<file path="src/rtl/tvs_pkg.sv">
package tvs_pkg;
  // Two-bit node code: bit 1 set means unknown, else bit 0 is the level
  localparam logic [1:0] CODE_LO = 2'b00;
  localparam logic [1:0] CODE_HI = 2'b01;
  localparam int unsigned PCT_SCALE = 100;
endpackage

</file>
<file path="src/rtl/tvs_lane.sv">
module tvs_lane
  import tvs_pkg::*;
(
  input  logic [1:0] code_i,
  input  logic       seen_hi_i,
  input  logic       seen_lo_i,
  output logic       unk_o,
  output logic       new_hi_o,
  output logic       new_lo_o
);
  always_comb begin
    unk_o    = code_i[1];
    new_hi_o = (code_i == CODE_HI) && !seen_hi_i;
    new_lo_o = (code_i == CODE_LO) && !seen_lo_i;
  end
endmodule

</file>
<file path="src/rtl/tvs_popcnt.sv">
module tvs_popcnt #(
  parameter int unsigned W     = 32,
  parameter int unsigned OUT_W = $clog2(W + 1)
) (
  input  logic [W-1:0]     bits_i,
  output logic [OUT_W-1:0] cnt_o
);
  always_comb begin
    cnt_o = '0;
    for (int i = 0; i < W; i++) begin
      cnt_o = cnt_o + OUT_W'(bits_i[i]);
    end
  end
endmodule

</file>
<file path="src/rtl/tvs_judge.sv">
module tvs_judge
  import tvs_pkg::*;
#(
  parameter int unsigned CNT_W = 6,
  parameter int unsigned PCT_W = 7,
  localparam int unsigned PROD_W = CNT_W + PCT_W + 1
) (
  input  logic [CNT_W-1:0] new_cnt_i,
  input  logic [CNT_W-1:0] uncov_i,
  input  logic [PCT_W-1:0] pct_i,
  input  logic             elig_i,
  input  logic             room_i,
  output logic             ok_o
);
  logic [PROD_W-1:0] lhs, rhs;
  always_comb begin
    lhs  = PROD_W'(new_cnt_i) * PROD_W'(PCT_SCALE);
    rhs  = PROD_W'(pct_i) * PROD_W'(uncov_i);
    ok_o = elig_i && room_i && (uncov_i != '0) && (lhs >= rhs);
  end
endmodule

</file>
<file path="src/rtl/tvs_top.sv">
module tvs_top #(
  parameter int unsigned NODES   = 16,
  parameter int unsigned MAX_SEL = 6,
  parameter int unsigned PCT_W   = 7,
  localparam int unsigned VAL_W  = 2 * NODES,
  localparam int unsigned CNT_W  = $clog2(VAL_W + 1),
  localparam int unsigned SEL_W  = $clog2(MAX_SEL + 1)
) (
  input  logic               clk,
  input  logic               rst_n,
  input  logic               clr_i,
  input  logic               eval_i,
  input  logic [VAL_W-1:0]   node_val_i,
  input  logic               contend_i,
  input  logic [PCT_W-1:0]   pct_i,
  output logic               done_o,
  output logic               accept_o,
  output logic [CNT_W-1:0]   new_cnt_o,
  output logic [CNT_W-1:0]   cov_cnt_o,
  output logic [SEL_W-1:0]   sel_cnt_o
);
  logic [NODES-1:0] seen_hi_q, seen_lo_q, seen_hi_d, seen_lo_d;
  logic [NODES-1:0] unk_v, new_hi_v, new_lo_v;
  logic [CNT_W-1:0] cov_q, cov_d, newc_q, newc_d, raw_new, uncov;
  logic [SEL_W-1:0] sel_q, sel_d;
  logic             done_q, done_d, acc_q, acc_d;
  logic             elig, room, ok;

  for (genvar g = 0; g < NODES; g++) begin : g_lane
    tvs_lane u_lane (
      .code_i   (node_val_i[2*g +: 2]),
      .seen_hi_i(seen_hi_q[g]),
      .seen_lo_i(seen_lo_q[g]),
      .unk_o    (unk_v[g]),
      .new_hi_o (new_hi_v[g]),
      .new_lo_o (new_lo_v[g])
    );
  end

  tvs_popcnt #(.W(VAL_W), .OUT_W(CNT_W)) u_pop (
    .bits_i({new_hi_v, new_lo_v}),
    .cnt_o (raw_new)
  );

  always_comb begin
    elig  = !(|unk_v) && !contend_i;
    room  = (sel_q < SEL_W'(MAX_SEL));
    uncov = CNT_W'(VAL_W) - cov_q;
  end

  tvs_judge #(.CNT_W(CNT_W), .PCT_W(PCT_W)) u_judge (
    .new_cnt_i(raw_new),
    .uncov_i  (uncov),
    .pct_i    (pct_i),
    .elig_i   (elig),
    .room_i   (room),
    .ok_o     (ok)
  );

  // next-state
  always_comb begin
    seen_hi_d = seen_hi_q;
    seen_lo_d = seen_lo_q;
    cov_d     = cov_q;
    sel_d     = sel_q;
    newc_d    = newc_q;
    done_d    = 1'b0;
    acc_d     = 1'b0;
    if (clr_i) begin
      seen_hi_d = '0;
      seen_lo_d = '0;
      cov_d     = '0;
      sel_d     = '0;
      newc_d    = '0;
    end else if (eval_i) begin
      done_d = 1'b1;
      acc_d  = ok;
      newc_d = elig ? raw_new : '0;
      if (ok) begin
        seen_hi_d = seen_hi_q | new_hi_v;
        seen_lo_d = seen_lo_q | new_lo_v;
        cov_d     = cov_q + raw_new;
        sel_d     = sel_q + SEL_W'(1);
      end
    end
  end

  // registers
  always_ff @(posedge clk or negedge rst_n) begin
    if (!rst_n) begin
      seen_hi_q <= '0;
      seen_lo_q <= '0;
      cov_q     <= '0;
      sel_q     <= '0;
      newc_q    <= '0;
      done_q    <= 1'b0;
      acc_q     <= 1'b0;
    end else begin
      seen_hi_q <= seen_hi_d;
      seen_lo_q <= seen_lo_d;
      cov_q     <= cov_d;
      sel_q     <= sel_d;
      newc_q    <= newc_d;
      done_q    <= done_d;
      acc_q     <= acc_d;
    end
  end

  assign done_o    = done_q;
  assign accept_o  = acc_q;
  assign new_cnt_o = newc_q;
  assign cov_cnt_o = cov_q;
  assign sel_cnt_o = sel_q;
endmodule

</file>
<file path="config.mk">
export PLATFORM = sky130hd
export DESIGN_NAME = tvs_top
export DESIGN_NICKNAME = d
export VERILOG_FILES = /design/src/rtl/tvs_pkg.sv /design/src/rtl/tvs_lane.sv /design/src/rtl/tvs_popcnt.sv /design/src/rtl/tvs_judge.sv /design/src/rtl/tvs_top.sv
export SDC_FILE = /design/constraint.sdc
export NUM_CORES = 1
export LEC_CHECK = 0
export BUFFER_PORTS_ARGS = -buffer_cell sky130_fd_sc_hd__buf_2
export CELL_PAD_IN_SITES_DETAIL_PLACEMENT = 0
export CELL_PAD_IN_SITES_GLOBAL_PLACEMENT = 2
export CORE_AREA = 2 2 122 124
export CTS_BUF_LIST = sky130_fd_sc_hd__clkbuf_16
export CTS_CLUSTER_SIZE = 40
export DETAILED_ROUTE_END_ITERATION = 12
export DIE_AREA = 0 0 124 126
export GPL_TIMING_DRIVEN = 0
export HOLD_SLACK_MARGIN = 0.08
export PLACE_DENSITY = 0.77
export SLEW_MARGIN = 20
export SYNTH_ARGS = -nofsm -noshare
export SYNTH_HDL_FRONTEND = slang
export SYNTH_SLANG_ARGS = --single-unit
</file>
<file path="constraint.sdc">
create_clock -name clk -period 12.3 [get_ports clk]
set_clock_uncertainty 0.1 [all_clocks]
set_input_delay 3.075 -clock clk [delete_from_list [all_inputs] [get_ports clk]]
set_output_delay 3.075 -clock clk [all_outputs]
set_load 0.1 [all_outputs]
</file>
**Yosys cells after proc, flatten, opt, wreduce, memory -nomap -nowiden**

Index checks and enable logic that the tools add are counted.

- Register bits: 49
- Output and inout bits: 17
- Input bits: 44

- Add/subtract/negate cells: 34
- Bitwise gates (word level): 2
- Equal/unequal tests: 16
- Magnitude comparators: 2
- Multipliers: 2
- Reductions and logical operators: 91
- Multiplexer cells: 19

Operators with widths:

| kind | count |
|---|---|
| 6-bit by 1-bit adder with 6-bit output | 30 |
| 16-bit 2-to-1 mux | 6 |
| 1-bit logical AND | 36 |
| 6-bit 2-to-1 mux | 6 |
| 1-bit zero test | 34 |
| 2-bit by 1-bit equality test with 1-bit output (second input constant) | 16 |
| 2-bit zero test | 16 |
| 16-bit OR | 2 |
| 16-bit OR reduction | 1 |
| 13-bit greater-or-equal comparator | 1 |
| 7-bit by 6-bit multiplier with 13-bit output | 1 |
| 6-bit by 5-bit multiplier with 11-bit output (second input constant) | 1 |
| 3-bit 2-to-1 mux | 3 |
| 6-bit adder | 1 |
| 6-bit nonzero test | 1 |
| 6-bit subtractor (first input constant) | 1 |
| 1-bit 2-to-1 mux | 4 |
| 2-bit nonzero test | 2 |
| 3-bit by 1-bit adder with 3-bit output (second input constant) | 1 |
| 3-bit less-than comparator (second input constant) | 1 |
| 1-bit by 1-bit adder with 2-bit output | 1 |
| 2-bit AND reduction | 1 |

**Longest topological paths before layout**

- Depth after elaboration: 39
- Depth in mapped cells: 34

**Modules after synthesis**

From an unflattened synthesis, not the netlist that was laid out.

- Cell total of the unflattened synthesis: 588
- Area, all modules: 5,442.7 sq um

By module, submodules not included:

| module | cells each | times used | area each (sq um) | seq. area each (sq um) |
|---|---|---|---|---|
| tvs_top | 236 | 1 | 2,225.9 | 1,226.2 |
| tvs_judge | 231 | 1 | 1,978.1 | 0.0 |
| tvs_popcnt | 73 | 1 | 758.2 | 0.0 |
| tvs_lane | 3 | 16 | 30.0 | 0.0 |

**Least setup slack after synthesis**

Ideal clock, no wire load.

- Path type: input to register
- From: input port node_val_i[2]
- To: register cov_q[3] (netlist: cov_cnt_o[3])
- Setup slack: 1.018 ns
- Stages: 31
- Library setup time: 0.132 ns
- Path buffers: 1
- Data arrival time: 11.050 ns
- Cell sequence: nor3_1 ha_1 inv_1 fa_1 fa_1 fa_1 fa_1 fa_1 fa_1 fa_1 fa_1 xor2_1 inv_1 ha_1 ha_1 ha_1 fa_1 a21oi_1 nor2_1 nor2_1 o21bai_1 a21oi_1 xnor2_1 ha_1 and4_1 a221oi_1 a211oi_2 buf_4 nand3_1 xor2_1 nor2_1

- Cells in the longest elaborated chain, start to end: 38
- Elaborated cells between the ends (all ways): 44

RTL lines:

| item | line | text |
|---|---|---|
| start: declaration | tvs_top.sv:13 | `input logic [VAL_W-1:0] node_val_i,` |
| 2-bit zero test | tvs_lane.sv:14 | `new_lo_o = (code_i == CODE_LO) && !seen_lo_i;` |
| 1-bit logical AND | tvs_lane.sv:14 |  |
| 1-bit by 1-bit adder with 2-bit output | tvs_popcnt.sv:11 | `cnt_o = cnt_o + OUT_W'(bits_i[i]);` |
| 6-bit by 1-bit adder with 6-bit output (15 in series) | tvs_popcnt.sv:11 |  |
| 6-bit by 1-bit adder with 6-bit output (*) (15 in series) | tvs_popcnt.sv:11 |  |
| 6-bit by 5-bit multiplier with 11-bit output | tvs_judge.sv:17 | `lhs = PROD_W'(new_cnt_i) * PROD_W'(PCT_SCALE);` |
| 13-bit greater-or-equal comparator | tvs_judge.sv:19 | `ok_o = elig_i && room_i && (uncov_i != '0) && (lhs >= rhs);` |
| 1-bit logical AND | tvs_judge.sv:19 |  |
| 2-bit nonzero test (no source line) | - |  |
| 2-bit AND reduction (no source line) | - |  |
| end signal: assignment | tvs_top.sv:101 | `cov_q <= cov_d;` |
| end: declaration | tvs_top.sv:24 | `logic [CNT_W-1:0] cov_q, cov_d, newc_q, newc_d, raw_new, uncov;` |

Mark *: on every way between the ends. The rest lies on a longest branch, timed or not. The select of a mux whose other input is x is not followed.
A chain may end at the register's enable or synchronous reset.

**Worst setup path in the final report**

- From: input port node_val_i[2]
- To: register cov_q[5] (netlist: cov_cnt_o[5])

The elaborated chain is that of the path after synthesis.

==> impl_metrics.yaml <==
run:
  maxCapViolations: 0
final_layout:
  fin_cells: 834
  final.fill_count: 1478
  n_antenna_cell: 0
  multiInputGateArea_mm2: 0.00367
  nets: 805
  syn_to_final_growth_pct: 14.9
  layout-drive-gt1-share: 0.137
  final_util: 0.417
  seq_area_mm2: 0.00123
setup_path:
  required_ns: 12.38
  endpoint_kind: "flop"
  cpMostUsedCell: "fa_1"
  timing.critical_path.slowest_stage_cell: "fa_1"
  cp_max_fo: 4
  critPathKind: "input port to flop"
  arrival_ns: 11.85
  start_kind: "input port"
  cpPeakStageDelay_ns: 0.61
global_routing:
  grt_pass1_vias: 4331
  track_usage: 0.171
  grt_overflow: 0
  grt_antenna_before_repair: 0
  grt_max_degree: 50
  grt_pass1_wl_um: 21100
floorplanning:
  rows: 44
  ioPinCount: 61
  die-width_um: 124
  dieArea_mm2: 0.0156
  die_h_um: 126
  initial_utilization: 0.363
  core_region_area_mm2: 0.0143
clock_tree:
  cts_tree: "done"
  htreeDepth: 2
  ctsLongestPathBuffers: 2
  insertion_delay_ns: 0.30
  clock-sinks: 49
  clk_pin_slew_ns: 0.07
  cts_buffers: 5
  cts_root_buffer: "clkbuf_16"
  hold_buffers: 0
yosys:
  synth.area.top_cells: "dfrtp_1 (24%), fa_1 (18%), ha_1 (16%), inv_1 (5.8%), nor2_1 (5.1%)"
  netlist_area_mm2: 0.00520
  synth_top_area_frac: 0.236
  yosys.area.top_type: "dfrtp_1"
  synthFlopType: "dfrtp_1"
  synth_edf_count: 0
  synth_cell_types: 46
  synth_most_common_cell: "inv_1"
  syn_nets: 735
  ys_seq_area_frac: 0.236
  yosysWarnings: 0
  ys_ff_latch: 49
  syn_avg_cell_area_um2: 8.98
  synth_commonest_cells: "inv_1 (80), nor2_1 (71), ha_1 (65)"
  netlist_instances: 579
  synthArstFlopShare: 1.00
sta:
  fin_crit_sh: 0.957
  rsz0062_at_grt: "false"
  tightest_slew_ns: 0.824
  max_clock_freq_ghz: 0.0850
  slew_violations: 0
  relSlewSlack: 0.446
  finalHoldViolCount: 0
  setup_viol: 0
  finalCriticalPeriod_ns: 11.77
place:
  port_buffers: 60
  place.gp.congestion: 0.757
  place_hpwl_um: 10100
  place_inst: 823
detailed_routing:
  drtAntennaViolNets: 0
  vias: 4173
  wl_per_cell_um: 14.7
  drc: 0
  drtIter0Drc: 145
  viasPerCell: 5.00
  wl_um: 12200
  firstDrtPassIters: 4
min_path:
  hp-class: "flop to flop"
outcome:
  status: "finished, final reports clean"
==> sequential cells by signal (all words and copies together) (netlist names) <==
signal,cells
seen_lo_q,16
sel_cnt_o,3
cov_cnt_o,6
done_o,1
seen_hi_q,16
accept_o,1
new_cnt_o,6
==> cell families (layout without fill, tap and decap cells) <==
logic type	Yosys count	count (layout)	synth area share
and+or+nand+nor	205	205	0.195
adders and majority gates	113	113	0.340
DFF	49	49	0.236
muxes	5	5	0.00987
buffers and inverters	93	164	0.0689
xor gates and xnor gates	27	27	0.0455
AOI/OAI and AO/OA	87	87	0.105
==> routing by layer <==
metal	share of wire	track usage	up-vias
met5	0	0	-
met4	0.0060	0.0403	0
met3	0.034	0.0267	4
met2	0.50	0.293	67
met1	0.45	0.227	2045
li1	-	-	2057
==> what timing repair did <==
| action | CTS | global route |
|---|---|---|
| resized for setup | 0 | 13 |
| buffers inserted | 0 | 3 |
| endpoints found under the setup margin | 0 | 41 |
==> final timing paths <==
check	endpoint	depth (start not counted)	startpoint	slack [ns]
setup / recovery	cov_cnt_o[5]	31	node_val_i[2]	0.53
hold / removal	seen_hi_q[3]	2	seen_hi_q[3]	0.38
setup reg to reg	cov_cnt_o[5]	30	seen_lo_q[1]	3.03
hold reg to reg	seen_hi_q[3]	2	seen_hi_q[3]	0.38
max in group asynchronous	seen_lo_q[12]	1	rst_n	8.97
min in group asynchronous	seen_lo_q[3]	1	rst_n	2.70
==> per-stage QoR <==
stage          setup TNS [ns]  hold WS, ns  area [µm²]  worst slack (ns)
6_report                    0        0.385        5970             0.534
5_1_grt                     0        0.418        5970            0.0173
4_1_cts                     0        0.389        5880            0.0545
3_5_place_dp            -6.15        0.374        5730            -0.236
3_3_place_gp            -1.60        0.366        5730            -0.152
2_1_floorplan               0        0.354        5200              1.02
==> placed cells by master (no fill, tap or decap), drive strengths merged, types with 4 or more instances in the layout <==
| master | instances |
|---|---|
| nand3b | 12 |
| a21oi | 40 |
| nor4 | 4 |
| xor2 | 12 |
| inv | 81 |
| a31oi | 16 |
| or3 | 11 |
| fa | 47 |
| dfrtp | 49 |
| nand3 | 12 |
| and2 | 17 |
| nor2b | 10 |
| o21ai | 6 |
| xnor2 | 15 |
| nor2 | 72 |
| mux2i | 4 |
| ha | 65 |
| clkbuf | 15 |
| nand2 | 35 |
| buf | 66 |
| nor3 | 13 |
| nand2b | 10 |
| nor3b | 5 |
| a21o | 7 |
==> area by class of cell <==
class / instances / share of cell area
Inverter: 80 / 0.0503
Tap cell: 184 / 0.0386
Buffer: 13 / 0.0111
Clock buffer: 5 / 0.0210
Sequential cell: 49 / 0.205
Timing Repair Buffer: 63 / 0.0545
Clock inverter: 3 / 0.00356
Multi-Input combinational cell: 437 / 0.616
==> worst max-delay path, delay by kind of cell <==
| family | cells | cell delay [ns] |
|---|---|---|
| xor+xnor | 2 | 0.31 |
| mux | 1 | 0.35 |
| buf+inv | 3 | 0.33 |
| fa+ha+maj | 14 | 5.92 |
| compound gates | 5 | 0.90 |
| simple gates | 6 | 0.95 |
Power is not shown: default switching activity piles up to over one toggle a cycle in this logic, so the estimate is an artifact.
